## src/rtl/pipe_stall_pkg.sv

```systemverilog
package pipe_stall_pkg;
  typedef enum logic {
    ST_RUN = 1'b0,
    ST_LS2 = 1'b1
  } stage_e;
endpackage

```

## src/rtl/pipe_stall_fsm.sv

```systemverilog
module pipe_stall_fsm
  import pipe_stall_pkg::*;
(
  input  logic clk,
  input  logic rst_n,
  input  logic mem_rdy,
  input  logic ex_ldst,
  input  logic ex_jump_taken,
  output logic pc_en,
  output logic pc_jump_sel,
  output logic pipe_en,
  output logic tmp_en,
  output logic flush
);
  stage_e st_q, st_d;
  logic   jump_go;

  assign jump_go = ex_jump_taken & ~ex_ldst;

  always_comb begin
    st_d        = st_q;
    pc_en       = 1'b0;
    pc_jump_sel = 1'b0;
    pipe_en     = 1'b0;
    tmp_en      = 1'b0;
    flush       = 1'b0;
    unique case (st_q)
      ST_RUN: begin
        if (jump_go) begin
          pc_en       = 1'b1;
          pc_jump_sel = 1'b1;
          pipe_en     = 1'b1;
          flush       = 1'b1;
        end else if (ex_ldst) begin
          pc_en  = mem_rdy;
          tmp_en = mem_rdy;
          if (mem_rdy) st_d = ST_LS2;
        end else begin
          pc_en   = mem_rdy;
          pipe_en = mem_rdy;
        end
      end
      ST_LS2: begin
        pipe_en = mem_rdy;
        if (mem_rdy) st_d = ST_RUN;
      end
      default: st_d = ST_RUN;
    endcase
  end

  always_ff @(posedge clk or negedge rst_n) begin
    if (!rst_n) st_q <= ST_RUN;
    else        st_q <= st_d;
  end
endmodule

```

## src/rtl/pipe_park_reg.sv

```systemverilog
module pipe_park_reg #(
  parameter int            IW  = 16,
  parameter logic [IW-1:0] NOP = '0
) (
  input  logic          clk,
  input  logic          rst_n,
  input  logic [IW-1:0] fetch_word,
  input  logic          tmp_en,
  input  logic          pipe_en,
  input  logic          flush,
  output logic [IW-1:0] dc_instr,
  output logic          dc_sel_tmp
);
  logic [IW-1:0] tmp_q;
  logic          tmp_vld_q, tmp_vld_d;
  logic [IW-1:0] dc_d;

  assign dc_sel_tmp = tmp_vld_q;

  always_comb begin
    tmp_vld_d = tmp_vld_q;
    if (tmp_en)                    tmp_vld_d = 1'b1;
    else if (pipe_en && tmp_vld_q) tmp_vld_d = 1'b0;
    if (flush)          dc_d = NOP;
    else if (tmp_vld_q) dc_d = tmp_q;
    else                dc_d = fetch_word;
  end

  always_ff @(posedge clk or negedge rst_n) begin
    if (!rst_n) begin
      tmp_vld_q <= 1'b0;
      tmp_q     <= NOP;
      dc_instr  <= NOP;
    end else begin
      tmp_vld_q <= tmp_vld_d;
      if (tmp_en)  tmp_q    <= fetch_word;
      if (pipe_en) dc_instr <= dc_d;
    end
  end
endmodule

```

## src/rtl/pipe_fwd_cmp.sv

```systemverilog
module pipe_fwd_cmp #(
  parameter int RW    = 4,
  parameter int NSRC  = 2
) (
  input  logic                    ex_wr,
  input  logic [RW-1:0]           ex_rd,
  input  logic [NSRC-1:0][RW-1:0] rs,
  output logic [NSRC-1:0]         fwd
);
  for (genvar g = 0; g < NSRC; g++) begin : g_src
    assign fwd[g] = ex_wr && (ex_rd == rs[g]);
  end
endmodule

```

## src/rtl/pipe_stall_ctrl.sv

```systemverilog
module pipe_stall_ctrl #(
  parameter int            IW  = 16,
  parameter int            RW  = 4,
  parameter logic [IW-1:0] NOP = '0
) (
  input  logic          clk,
  input  logic          rst_n,
  input  logic          mem_rdy,
  input  logic          ex_ldst,
  input  logic          ex_jump_taken,
  input  logic [IW-1:0] fetch_word,
  input  logic          ex_wr,
  input  logic [RW-1:0] ex_rd,
  input  logic [RW-1:0] dc_rs_a,
  input  logic [RW-1:0] dc_rs_b,
  output logic          pc_en,
  output logic          pc_jump_sel,
  output logic          pipe_en,
  output logic          tmp_en,
  output logic          dc_sel_tmp,
  output logic          flush,
  output logic [IW-1:0] dc_instr,
  output logic          fwd_a,
  output logic          fwd_b
);
  localparam int NSRC = 2;

  logic [NSRC-1:0][RW-1:0] src_regs;
  logic [NSRC-1:0]         fwd_vec;

  assign src_regs = {dc_rs_b, dc_rs_a};
  assign fwd_a    = fwd_vec[0];
  assign fwd_b    = fwd_vec[1];

  pipe_stall_fsm u_fsm (
    .clk(clk), .rst_n(rst_n), .mem_rdy(mem_rdy), .ex_ldst(ex_ldst),
    .ex_jump_taken(ex_jump_taken), .pc_en(pc_en), .pc_jump_sel(pc_jump_sel),
    .pipe_en(pipe_en), .tmp_en(tmp_en), .flush(flush)
  );

  pipe_park_reg #(.IW(IW), .NOP(NOP)) u_park (
    .clk(clk), .rst_n(rst_n), .fetch_word(fetch_word), .tmp_en(tmp_en),
    .pipe_en(pipe_en), .flush(flush), .dc_instr(dc_instr), .dc_sel_tmp(dc_sel_tmp)
  );

  pipe_fwd_cmp #(.RW(RW), .NSRC(NSRC)) u_fwd (
    .ex_wr(ex_wr), .ex_rd(ex_rd), .rs(src_regs), .fwd(fwd_vec)
  );
endmodule

```

## config.mk

```make
export PLATFORM = sky130hd
export DESIGN_NAME = pipe_stall_ctrl
export DESIGN_NICKNAME = d
export VERILOG_FILES = /design/src/rtl/pipe_stall_pkg.sv /design/src/rtl/pipe_stall_fsm.sv /design/src/rtl/pipe_park_reg.sv /design/src/rtl/pipe_fwd_cmp.sv /design/src/rtl/pipe_stall_ctrl.sv
export SDC_FILE = /design/constraint.sdc
export NUM_CORES = 1
export LEC_CHECK = 0
export BUFFER_PORTS_ARGS = -buffer_cell sky130_fd_sc_hd__clkbuf_2
export CORE_ASPECT_RATIO = 0.6
export CORE_MARGIN = 2
export CORE_UTILIZATION = 44
export CTS_BUF_LIST = sky130_fd_sc_hd__clkbuf_8 sky130_fd_sc_hd__clkbuf_16
export CTS_CLUSTER_DIAMETER = 40
export CTS_CLUSTER_SIZE = 14
export DETAILED_ROUTE_END_ITERATION = 12
export HOLD_SLACK_MARGIN = 0.15
export PLACE_DENSITY = 0.75
export SETUP_SLACK_MARGIN = 0.02
export SYNTH_ARGS = -nofsm -noshare
export SYNTH_HDL_FRONTEND = slang
export SYNTH_HIERARCHICAL = 1
export SYNTH_SLANG_ARGS = --single-unit
```

## constraint.sdc

```tcl
create_clock -name clk -period 1.3 [get_ports clk]
set_input_delay 0.13 -clock clk [delete_from_list [all_inputs] [get_ports clk]]
set_output_delay 0.13 -clock clk [all_outputs]
set_load 0.02 [all_outputs]
```

==> results.cfg <==
[run_status]
status = finished with violations
violations = negative setup slack

[sta]
holdWs_ns = 0.2515
fmax_ghz = 0.7222
finalWorstSetupSlack_ns = -0.08468
period_needed_ns = 1.385
fin_crit_sh = 1.065
final.setup_skew_ns = 0.004348
rsz0062_at_grt = true
hold_viol = 0
slew_headroom = 0.7202
setup_violations = 30
worst_pin_slew_ns = 0.4197
slew_violations = 0

[clock_network]
clock_latency_ns = 0.28
htree_levels = 2
cts_root_buf = clkbuf_8
cts_buffers = 5
clk_pin_slew_ns = 0.07
cts_tree = yes
numClockSinks = 34
clock_path_buffers = 2

[drt]
drc = 0
drt_wl_total_um = 3947
wl_per_cell_um = 15.92
first_pass_iters = 4
drt-initial-drc-count = 53
vias = 1214
via_per_inst = 4.895
antenna_left = 0

[die]
dieHeight_um = 51.04
core_um2 = 3595
die_width_um = 82.40
initial_core_util = 0.4514
rows = 17
dieArea_um2 = 4206
io_pins = 58

[placed_design]
dpl.hpwl_um = 2634
place_ws_ns = -0.03149
gp_congestion = 0.7284
portBuffers = 57
placed_area_um2 = 1993

[setup_path]
crit_arrival_ns = 1.55
required_ns = 1.47
critPathLaunchType = register
critPathKind = register to register
crit_fanout = 7
crit_path_end_kind = register

[final_layout]
antenna_cells = 0
drive_gt1_frac = 0.5572
multiInputGateArea_um2 = 798.3
fillers = 254
fin_nets = 234
final_area_um2 = 2474
final_cell_mix = clkbuf_2, dfrtp_1, dlygate4sd3_1
ff_latch_area_um2 = 850.8
final_common_cell = clkbuf_2
utilization = 0.6881
area_growth_syn_to_layout_pct = 52.43

[min_path]
min_path_type = input pin to register

[synthesis]
syn_area_um2 = 1623
syn-num-nets = 148
avgSynthCellArea_um2 = 14.24
synth_area_leaders = dfrtp_1, mux2i_1, o2bb2ai_1
yosysSeqAreaShare = 0.5243
synthCells = 114
ys.warnings.count = 6
synth_top_cell_area_share = 0.5243
ys_ff_latch = 34
synth_top_area_cell = dfrtp_1
synth.distinct_cells = 22

[power]
power.internal_w = 0.002428
p_leak_nw = 1.189
clockPowerShare = 0.261
combPwrFrac = 0.324
p_seq_frac = 0.415
power_switching_w = 0.001080
switching_share = 0.3079
power_density_nw_per_um2 = 1418
peakVddDrop_v = 0.001226

[global_route]
grt_remaining_overflow = 0
track_usage = 0.2038
grt_pass1_wl_um = 6237
grt_pass1_vias = 1314
antenna_found_initial = 0
grt_max_degree = 35

[job]
drv_cap = 0
## per-stage QoR
stage / setup TNS (ns) / std cells / total power (W)
3_5_place_dp: -0.2215 / 218 / 0.002398
6_report: -0.9488 / 248 / 0.003508
5_1_grt: -3.216 / 248 / 0.003693
2_1_floorplan: -2.045 / 114 / 0.002072
3_3_place_gp: 0 / 218 / 0.002358
4_1_cts: -0.8278 / 247 / 0.003480
## cell usage after synthesis
cell type,n
a21o_1,1
clkinv_1,1
dfrtp_1,34
a21oi_1,2
buf_6,4
buf_2,2
xor2_1,6
and3b_1,1
a21o_2,1
nor2_1,1
nand2b_1,3
and2b_1,1
o2bb2ai_1,16
buf_4,1
nand2_1,2
buf_12,1
mux2_2,7
mux2_4,9
mux2i_1,16
nor4_2,2
xnor2_1,2
inv_1,1
## cell families after synthesis
logic type	share of synthesized area
xor gates and xnor gates	0.04318
buffers and inverters	0.05551
and+or+nand+nor	0.04395
AOI/OAI and AO/OA	0.1025
DFF	0.5243
muxes	0.2305
## repair_timing
action,in CTS,in global routing
endpoints found under the hold margin,56,0
cloned,0,1
hold buffers,17,0
setup buffers,5,0
resized for setup,18,13
setup endpoints to repair,36,38
## critical path, stage by stage, from the launching register on
cell	delay, ns
dfrtp_1	0.42
and3b_2	0.29
buf_12	0.14
clkbuf_16	0.14
mux2_4	0.29
## power groups by stage
stage               Sequential [W]  Combinational, W  Clock [W]
detailed placement         0.00145          0.000951          0
CTS                        0.00145           0.00110   0.000934
floorplan                  0.00157          0.000501          0
global route               0.00148           0.00121    0.00100
global placement           0.00144          0.000921          0
finish                     0.00146           0.00114   0.000916
## cell type report
cell class / instances / area share
clock buffer: 5 / 0.02782
clock inverter: 3 / 0.01517
inverter: 2 / 0.003541
multi-input combinational: 70 / 0.3227
tap: 47 / 0.02377
sequential: 34 / 0.3440
timing repair buffer: 87 / 0.2630
## path summary, 6_finish.rpt
check	cells after the start	end	slack, ns	from
worst max-delay path	4	u_park/tmp_q[9]	-0.08	u_fsm/st_q
worst min-delay path	3	u_fsm/st_q	0.25	mem_rdy
worst max register to register	4	u_park/tmp_q[9]	-0.08	u_fsm/st_q
worst min register to register	1	u_park/dc_instr[3]	0.49	u_park/dc_instr[3]
max in group asynchronous	3	u_park/tmp_q[6]	0.60	rst_n
min in group asynchronous	3	u_park/dc_instr[4]	0.40	rst_n
## metal layers
metal | track usage | vias to the layer above | share of wire
met5 | 0 | - | 0
li1 | - | 590 | -
met1 | 0.2469 | 586 | 0.43
met2 | 0.3495 | 31 | 0.51
met4 | 0.06111 | 0 | 0.015
met3 | 0.06184 | 7 | 0.045
## state kept, by name, indices dropped and copies added (netlist names)
register,flops
u_park/dc_sel_tmp,1
u_park/tmp_q,16
u_fsm/st_q,1
u_park/dc_instr,16
(Power assumes the default switching activity.)
